--- src/rtl/rpc_pkg.sv ---
package rpc_pkg;
    typedef enum logic [2:0] {
        ST_RUN,   // normal operation
        ST_RFC,   // refresh recovery
        ST_PD,    // power-down, cke low
        ST_PDX,   // one-cycle wake from power-down
        ST_SR,    // self refresh, cke low
        ST_XSR    // self-refresh exit recovery
    } pstate_e;
endpackage

--- src/rtl/rpc_interval_timer.sv ---
module rpc_interval_timer #(
    parameter int INT_CYC = 1560
) (
    input  logic clk,
    input  logic rst_n,
    input  logic clear,
    output logic tick
);
    localparam int TW = (INT_CYC > 1) ? $clog2(INT_CYC) : 1;

    typedef struct packed {
        logic [TW-1:0] cnt;
    } tmr_t;

    tmr_t q, d;

    always_comb begin
        d    = q;
        tick = 1'b0;
        if (clear) begin
            d.cnt = '0;
        end else if (q.cnt == TW'(INT_CYC - 1)) begin
            tick  = 1'b1;
            d.cnt = '0;
        end else begin
            d.cnt = q.cnt + 1'b1;
        end
    end

    always_ff @(posedge clk or negedge rst_n) begin
        if (!rst_n) q <= '0;
        else        q <= d;
    end
endmodule

--- src/rtl/rpc_refresh_debt.sv ---
module rpc_refresh_debt #(
    parameter int MAX_OWED    = 8,
    parameter int URGENT_OWED = 2,
    localparam int OW = $clog2(MAX_OWED + 1)
) (
    input  logic          clk,
    input  logic          rst_n,
    input  logic          clear,
    input  logic          tick,
    input  logic          issue,
    output logic [OW-1:0] owed,
    output logic          urgent
);
    typedef struct packed {
        logic [OW-1:0] owed;
    } debt_t;

    debt_t q, d;
    logic [OW:0] sum;

    always_comb begin
        d   = q;
        sum = {1'b0, q.owed} + {{OW{1'b0}}, tick} - {{OW{1'b0}}, issue};
        if (clear)                         d.owed = '0;
        else if (sum > (OW+1)'(MAX_OWED))  d.owed = OW'(MAX_OWED);
        else                               d.owed = sum[OW-1:0];
    end

    always_ff @(posedge clk or negedge rst_n) begin
        if (!rst_n) q <= '0;
        else        q <= d;
    end

    assign owed   = q.owed;
    assign urgent = (q.owed >= OW'(URGENT_OWED));
endmodule

--- src/rtl/rpc_window.sv ---
module rpc_window #(
    parameter int CYC = 200
) (
    input  logic clk,
    input  logic rst_n,
    input  logic load,
    output logic done
);
    localparam int WW = $clog2(CYC + 1);

    typedef struct packed {
        logic [WW-1:0] cnt;
    } win_t;

    win_t q, d;

    always_comb begin
        d = q;
        if (load)              d.cnt = WW'(CYC);
        else if (q.cnt != '0)  d.cnt = q.cnt - 1'b1;
    end

    always_ff @(posedge clk or negedge rst_n) begin
        if (!rst_n) q <= '0;
        else        q <= d;
    end

    assign done = (q.cnt == '0);
endmodule

--- src/rtl/sdr_refpwr_ctrl.sv ---
module sdr_refpwr_ctrl
    import rpc_pkg::*;
#(
    parameter int CLK_MHZ     = 100,
    parameter int REFI_NS     = 15600,
    parameter int TRFC_NS     = 47,
    parameter int TXSNR_NS    = 47,
    parameter int TXSRD_CYC   = 200,
    parameter int MAX_OWED    = 8,
    parameter int URGENT_OWED = 2
) (
    input  logic clk,
    input  logic rst_n,
    input  logic banks_idle,
    input  logic sr_req,
    input  logic pd_req,
    input  logic ref_gnt,
    output logic ref_req,
    output logic ref_urgent,
    output logic cke,
    output logic cmd_block,
    output logic read_ok,
    output logic pd_active
);
    localparam int INT_CYC   = (CLK_MHZ * REFI_NS) / 1000;
    localparam int TRFC_CYC  = (TRFC_NS * CLK_MHZ + 999) / 1000;
    localparam int TXSNR_CYC = (TXSNR_NS * CLK_MHZ + 999) / 1000;
    localparam int REC_MAX   = (TRFC_CYC > TXSNR_CYC) ? TRFC_CYC : TXSNR_CYC;
    localparam int RW        = $clog2(REC_MAX + 1);
    localparam int OW        = $clog2(MAX_OWED + 1);

    typedef struct packed {
        pstate_e       state;
        logic [RW-1:0] rec;
        logic          cke;
        logic          pd_active;
    } fsm_t;

    fsm_t q, d;

    logic          tick;
    logic          issue;
    logic          in_sr;
    logic          relock_done;
    logic [OW-1:0] owed;
    logic          urgent;

    assign in_sr = (q.state == ST_SR);

    rpc_interval_timer #(.INT_CYC(INT_CYC)) u_timer (
        .clk   (clk),
        .rst_n (rst_n),
        .clear (in_sr),
        .tick  (tick)
    );

    rpc_refresh_debt #(.MAX_OWED(MAX_OWED), .URGENT_OWED(URGENT_OWED)) u_debt (
        .clk    (clk),
        .rst_n  (rst_n),
        .clear  (in_sr),
        .tick   (tick),
        .issue  (issue),
        .owed   (owed),
        .urgent (urgent)
    );

    rpc_window #(.CYC(TXSRD_CYC)) u_relock (
        .clk   (clk),
        .rst_n (rst_n),
        .load  (in_sr),
        .done  (relock_done)
    );

    assign ref_req = (q.state == ST_RUN) && (owed != '0) && banks_idle;
    assign issue   = ref_req && ref_gnt;

    always_comb begin
        d = q;
        unique case (q.state)
            ST_RUN: begin
                if (issue) begin
                    d.state = ST_RFC;
                    d.rec   = RW'(TRFC_CYC - 1);
                end else if (sr_req) begin
                    if (banks_idle) begin
                        d.state = ST_SR;
                        d.cke   = 1'b0;
                    end
                end else if (pd_req && !urgent) begin
                    d.state     = ST_PD;
                    d.cke       = 1'b0;
                    d.pd_active = !banks_idle;
                end
            end
            ST_RFC, ST_XSR: begin
                if (q.rec == '0) d.state = ST_RUN;
                else             d.rec   = q.rec - 1'b1;
            end
            ST_PD: begin
                if (!pd_req || sr_req || urgent) begin
                    d.state     = ST_PDX;
                    d.cke       = 1'b1;
                    d.pd_active = 1'b0;
                end
            end
            ST_PDX: begin
                d.state = ST_RUN;
            end
            ST_SR: begin
                if (!sr_req) begin
                    d.state = ST_XSR;
                    d.cke   = 1'b1;
                    d.rec   = RW'(TXSNR_CYC - 1);
                end
            end
            default: begin
                d.state = ST_RUN;
                d.cke   = 1'b1;
            end
        endcase
    end

    always_ff @(posedge clk or negedge rst_n) begin
        if (!rst_n) begin
            q.state     <= ST_RUN;
            q.rec       <= '0;
            q.cke       <= 1'b1;
            q.pd_active <= 1'b0;
        end else begin
            q <= d;
        end
    end

    assign cke        = q.cke;
    assign cmd_block  = (q.state != ST_RUN);
    assign read_ok    = relock_done && !in_sr;
    assign pd_active  = q.pd_active;
    assign ref_urgent = urgent;
endmodule

--- config.mk ---
export PLATFORM = sky130hd
export DESIGN_NAME = sdr_refpwr_ctrl
export DESIGN_NICKNAME = d
export VERILOG_FILES = /design/src/rtl/rpc_pkg.sv /design/src/rtl/rpc_interval_timer.sv /design/src/rtl/rpc_refresh_debt.sv /design/src/rtl/rpc_window.sv /design/src/rtl/sdr_refpwr_ctrl.sv
export SDC_FILE = /design/constraint.sdc
export NUM_CORES = 1
export LEC_CHECK = 0
export ABC_CLOCK_PERIOD_IN_PS = 6890
export BUFFER_PORTS_ARGS = -buffer_cell sky130_fd_sc_hd__buf_2
export CORE_AREA = 2 2 71 73
export CTS_CLUSTER_SIZE = 30
export DETAILED_ROUTE_END_ITERATION = 10
export DIE_AREA = 0 0 73 75
export PLACE_DENSITY_LB_ADDON = 0.15
export SLEW_MARGIN = 20
export SYNTH_ARGS = -nofsm -noshare
export SYNTH_HDL_FRONTEND = slang
export SYNTH_SLANG_ARGS = --single-unit
--- constraint.sdc ---
create_clock -name clk -period 6.89 [get_ports clk]
set_input_delay 0.3445 -clock clk [delete_from_list [all_inputs] [get_ports clk]]
set_output_delay 0.3445 -clock clk [all_outputs]
set_load 0.05 [all_outputs]
==> flow_metrics.tcl, run 1 <==
set metrics [dict create \
    dp_worst_setup_slack_ns 3.48 \
    synth-xor-area-share_pct 6.30 \
    setup_viol 0 \
    setup_ws_ns 3.47 \
    synth_area_leaders "dfrtp_1 42%, ha_1 6.9%, nor2_1 5.2%" \
    clkLatencyLatePin_ns 0.28 \
    utilization_pct 42.6 \
    path_common_cell "ha_1" \
    synth_area_leader_cell "dfrtp_1" \
    hold_path.class "primary input to async pin" \
    rsz0062_at_grt "no" \
    relSlewSlack_pct 52.8 \
    syn_avg_cell_area_um2 9.32 \
    io_buffers 11 \
    num_antenna_cells 0 \
    status "completed" \
    postRouteAntennaNets 0 \
    grt_pass1_wl_um 6010 \
    fin_nets 223 \
    leakagePower_nw 0.897 \
    synth-edff-count 0 \
    clk_pin_slew_ns 0.07 \
    cts_resized 0 \
    synth_cell_type_count 47 \
    top_usage_layer "met2" \
    fin_crit_sh_pct 49.7 \
    core_um2 4660 \
    place_congestion 0.852 \
    crit_arrival_ns 3.60 \
    ys_ff_latch 31 \
    max_stage_delay_ns 0.50 \
    wl_per_cell_um 13.5 \
    post_synth_inst_count 194 \
    drive_gt1_share_pct 12.1 \
    ys_warn_count 0 \
    setup_tns_ns 0 \
    grt_usage_pct 14.3 \
    via_count 1434 \
    yosysSeqAreaShare_pct 43.0 \
    drt-pass1-iter-count 4 \
    num_rows 25 \
    dp_hpwl_um 2530 \
    synth.most_common_cell "dfrtp_1" \
    ys.flop_type "dfrtp_1" \
    synth_top_family_by_area "simple AND/OR/NAND/NOR gates" \
    tightest_slew_ns 0.705 \
    syn_nets 211 \
    cts_tree "done" \
    synth_fa_ha_area_share_pct 8.03 \
    synthSimpleGateAreaFrac_pct 24.9 \
    cts.root.buffer_cell "clkbuf_8" \
    globalRouteOverflowTotal 0 \
    viasPerCell 5.49 \
    first_iter_violations 50 \
    path_cells "inv_1 > ha_1 > or3b_2 > nand2_1 > nor2_1 > ha_1 > inv_1 > ha_1 > fa_1 > or3_1 > a21o_1 > o211a_1 > nor4_1" \
    drv_slew 0 \
    cts_buffer_depth 2 \
    grt_util_met3_pct 3.88 \
    seq_area_um2 777 \
    fin_crit_ns 3.42 \
    critical_path_required_ns 7.07 \
    finalClockSkew_ns 0.00692 \
    criticalPathCategory "flop to flop" \
    final_hold_viol_count 0 \
    boundaryPins 12 \
    start_util_pct 38.8 \
    synth_top_area_share_pct 41.5 \
    cts.sinks 31 \
    slowest_stage "or3b_2" \
    grt_use_met2_pct 24.4 \
    fp.dieW_um 73 \
    multi_input_area_um2 955 \
    postCtsHoldBufs 0 \
    ir_worst_vdd_mv 0.162 \
    die_h_um 75 \
    async_reset_ff_share_pct 100 \
    timing.rr.start "u_debt.owed[2]" \
    maxCapViolCount 0 \
    postCtsSetupRepairBufs 0 \
    die-area_um2 5480 \
    drc 0 \
    grt_util_met1_pct 16.6 \
    yosys-top-cells-count "30 x dfrtp_1, 25 x nor2_1, 15 x nand2_1, 13 x inv_1, 10 x ha_1" \
    synthMuxAreaShare_pct 0.554 \
    fill_cells 462 \
    worst_setup_path_startpoint "u_debt.owed[2]" \
    grt_max_degree 32 \
    antenna_found_initial 0 \
    end_kind "flop" \
    p_per_area_nw_per_um2 368 \
    synth_compound_area_share_pct 13.0 \
    wirelength_um 3530 \
    htreeDepth 2 \
    grt_pass1_vias 1392 \
    syn_to_final_growth_pct 9.76 \
    syn_area_um2 1810 \
    cp_max_fo 4 \
    fmax_mhz 292 \
    start_kind "flop" \
    numCtsBuffers 5 \
]
-- state kept, by name, indices dropped and copies added (netlist names) --
name,cells
u_timer.q,11
u_relock.q,8
u_debt.owed,4
pd_active,1
q,6
cke,1
-- through the flow --
stage / cells / hold WS [ns] / power, mW / area, µm²
floorplan: 194 / 0.0489 / 0.533 / 1810
global placement: 253 / 0.434 / 0.582 / 1900
detailed placement: 253 / 0.444 / 0.596 / 1900
CTS: 261 / 0.137 / 0.738 / 1980
global route: 261 / 0.150 / 0.791 / 1980
finish: 261 / 0.0956 / 0.730 / 1980
-- cell usage in the layout, fill, tap and decap left out, types with 3 or more instances in the layout --
| cell | netlist | routed |
|---|---|---|
| buf_2 | 1 | 11 |
| xnor2_1 | 7 | 7 |
| nand4_1 | 4 | 4 |
| nand3_1 | 5 | 5 |
| nor2b_1 | 5 | 5 |
| o21ai_0 | 5 | 5 |
| inv_1 | 13 | 13 |
| clkbuf_8 | 0 | 5 |
| nor3_1 | 7 | 7 |
| or3_1 | 5 | 5 |
| a21oi_1 | 9 | 9 |
| nor2_1 | 25 | 25 |
| ha_1 | 10 | 10 |
| dfrtp_1 | 30 | 30 |
| o22ai_1 | 3 | 3 |
| nand2_1 | 15 | 15 |
| xor2_1 | 6 | 6 |
-- worst max-delay path: cells and delay by family (launching register included) --
| family | cells | cell delay (ns) |
|---|---|---|
| fa+ha+maj | 4 | 1.13 |
| compound gates | 2 | 0.32 |
| simple gates | 5 | 1.35 |
| flops | 1 | 0.40 |
| buf+inv | 2 | 0.12 |
-- layer usage --
| layer | up-vias | part of all wire, % |
|---|---|---|
| met5 | - | 0 |
| met4 | 0 | 1.6 |
| met3 | 7 | 3.2 |
| met2 | 22 | 49 |
| met1 | 704 | 46 |
| li1 | 701 | - |
-- final timing paths --
path                       depth (start not counted)             end  slack (ns)
max reg2reg                                       13  u_debt.owed[2]        3.47
min                                                1   u_relock.q[1]         0.1
max in group asynchronous                          1            q[2]        6.34
min in group clk                                   4       pd_active        0.44
max                                               13  u_debt.owed[2]        3.47
min reg2reg                                        1    u_timer.q[0]        0.50
-- power by group --
| part | internal, mW | switching, mW |
|---|---|---|
| logic | 0.115 | 0.162 |
| registers | 0.244 | 0.0718 |
| clock network | 0.0708 | 0.0670 |
-- cells by family after synthesis --
| logic type | Yosys count |
|---|---|
| and+or+nand+nor | 84 |
| AOI/OAI and AO/OA | 35 |
| DFF | 31 |
| buffers and inverters | 19 |
| xor gates and xnor gates | 13 |
| adders and majority gates | 11 |
| muxes | 1 |
-- area by class of cell --
cell class              instances  share of cell area (%)
clock buffers                   7                    3.85
clock inverters                 1                   0.252
inverters                      13                    2.46
multi-input cells             144                    48.1
flip-flops and latches         31                    39.2
well taps                      54                    3.40
repair buffers                 11                    2.77
No activity file was read; power rests on OpenSTA's default activity.
==> inputs of run 2 (changes only) <==
--- a/config.mk
+++ b/config.mk
@@ -5,7 +5,7 @@
 export SDC_FILE = /design/constraint.sdc
 export NUM_CORES = 1
 export LEC_CHECK = 0
-export ABC_CLOCK_PERIOD_IN_PS = 6890
+export ABC_CLOCK_PERIOD_IN_PS = 2900
 export BUFFER_PORTS_ARGS = -buffer_cell sky130_fd_sc_hd__buf_2
 export CORE_AREA = 2 2 71 73
 export CTS_CLUSTER_SIZE = 30
==> constraint.sdc (replaced) <==
create_clock -name clk -period 2.9 [get_ports clk]
set_input_delay 0.145 -clock clk [delete_from_list [all_inputs] [get_ports clk]]
set_output_delay 0.145 -clock clk [all_outputs]
set_load 0.05 [all_outputs]
==> flow_metrics.tcl, run 2 (same netlist as run 1, synthesis figures left out) <==
set metrics [dict create \
    fin_crit_ns 2.97 \
    fin_nets 247 \
    seqPwrFrac_pct 36.8 \
    whs_path_depth 4 \
    globalRouteOverflowTotal 0 \
    fmax_mhz 337 \
    postRouteAntennaNets 0 \
    cts.sinks 31 \
    regToRegSetupSlack_ns -0.07 \
    drv_slew 0 \
    num_antenna_cells 0 \
    die_h_um 75 \
    p_per_area_nw_per_um2 850 \
    max_stage_delay_ns 0.45 \
    utilization_pct 49.3 \
    boundaryPins 12 \
    clk_pin_slew_ns 0.07 \
    cts_buffer_depth 2 \
    final_common_cell "dfrtp_1" \
    power.net_switching_mw 0.740 \
    design_area_um2 2300 \
    top_regs "u_timer.q: 11 flops, u_relock.q: 8 flops, q: 6 flops" \
    grt_pass1_wl_um 6440 \
    viasPerCell 5.17 \
    tightest_slew_ns 0.788 \
    ir_worst_vdd_mv 0.332 \
    num_rows 25 \
    place_congestion 0.831 \
    layout_common_cells "30 x dfrtp_1, 25 x nor2_1, 22 x buf_4, 13 x nand2_1" \
    status "finished with violations" \
    cts_tree "done" \
    fp.dieW_um 73 \
    placed_area_um2 2070 \
    finalClockSkew_ns 0.00523 \
    power_frac_comb_pct 40.7 \
    relSlewSlack_pct 47.2 \
    dp_hpwl_um 2690 \
    wl_per_cell_um 13.4 \
    antenna_found_initial 0 \
    io_buffers 11 \
    core_um2 4660 \
    path_cells "inv_2 > ha_4 > or3b_4 > nand2_2 > nor2_1 > ha_1 > inv_1 > ha_2 > fa_2 > or3_1 > a21o_1 > o211a_1 > nor3_2" \
    fin_crit_sh_pct 102 \
    drt-pass1-iter-count 4 \
    die-area_um2 5480 \
    grt_max_degree 32 \
    drc 0 \
    grt_pass1_vias 1453 \
    drive_gt1_share_pct 28.1 \
    slowest_stage "fa_2" \
    regMostFlops "u_timer.q" \
    end_kind "flop" \
    power.total_mw 1.95 \
    final_hold_viol_count 0 \
    numCtsBuffers 5 \
    grt_usage_pct 15.2 \
    cts.root.buffer_cell "clkbuf_8" \
    criticalPathCategory "flop to flop" \
    p_clk_share_pct 22.5 \
    setup_viol 2 \
    htreeDepth 2 \
    cell_internal_pwr_mw 1.21 \
    crit_arrival_ns 3.17 \
    rsz0062_at_grt "yes" \
    start_util_pct 38.8 \
    clkLatencyLatePin_ns 0.28 \
    sw_frac_of_total_pct 37.9 \
    setup_tns_ns -0.121 \
    critical_path_required_ns 3.10 \
    first_iter_violations 51 \
    leakagePower_nw 1.05 \
    wirelength_um 3810 \
    syn_to_final_growth_pct 27.0 \
    violations "setup timing" \
    largest_register_ffs 11 \
    setup_ws_ns -0.0654 \
    hold_path.class "primary input to flop" \
    maxCapViolCount 0 \
    cp_max_fo 3 \
    reg2reg_depth 13 \
    start_kind "flop" \
    via_count 1474 \
]
## run 2: cell count changes in the layout (fill, tap and decap cells not counted), sizes merged
cell / delta
buf: +23
bufinv: +1
clkbuf: -1
dlygate4sd3: +1
## run 2: through the flow
stage | setup slack (ns) | std cells | hold WS (ns)
after floorplan | -0.000541 | 194 | -0.151
after global placement | -0.0571 | 272 | 0.235
after global routing | -0.202 | 285 | 0.289
final | -0.0654 | 285 | 0.235
after CTS | -0.0874 | 283 | 0.230
after detailed placement | -0.216 | 272 | 0.248
## run 2: layer usage
layer  vias up  wire [µm]  GRT usage, %  part of all wire (%)
met3         2        121          4.42                   3.2
li1        753          -             -                     -
met1       695       1900          20.0                    50
met2        24       1760          24.6                    46
met5         -          0             0                     0
met4         0         21          4.32                  0.55
## run 2: repair_timing
action | 4_1_cts | 5_1_grt
pin swaps | 2 | 3
gates cloned | 0 | 0
buffers inserted | 2 | 2
hold buffers | 1 | 0
resized for setup | 9 | 5
endpoints found under the setup margin | 4 | 4
hold endpoints to repair | 30 | 0
## run 2: path summary, 6_finish.rpt
path | start | to
min reg2reg | u_relock.q[6] | u_relock.q[6]
max reg2reg | u_debt.owed[2] | u_debt.owed[0]
min in group asynchronous | rst_n | u_relock.q[1]
min | banks_idle | pd_active
max in group asynchronous | rst_n | u_timer.q[0]
max | u_debt.owed[2] | u_debt.owed[0]
## run 2: worst max-delay path, delay by kind of cell, from the launching register on
kind	cells	cell delay, ns
adders and majority gates	4	1.03
and+or+nand+nor	5	1.00
buffers and inverters	2	0.15
AOI/OAI and AO/OA	2	0.31
DFF	1	0.40
## run 2: cell type report
cell class	count	area, µm²
multi-input cells	144	1040
flip-flops and latches	31	777
inverters	13	48.8
fillers	429	2360
clock buffers	6	82.6
well taps	54	67.6
clock inverters	2	35.0
repair buffers	35	241
## run 2: power by group through the flow
| stage | combinational (mW) | sequential (mW) | clock, mW |
|---|---|---|---|
| after floorplan | 0.541 | 0.743 | 0 |
| after global placement | 0.757 | 0.716 | 0 |
| after detailed placement | 0.779 | 0.725 | 0 |
| after CTS | 0.792 | 0.716 | 0.453 |
| after global routing | 0.895 | 0.738 | 0.475 |
| final | 0.793 | 0.718 | 0.440 |
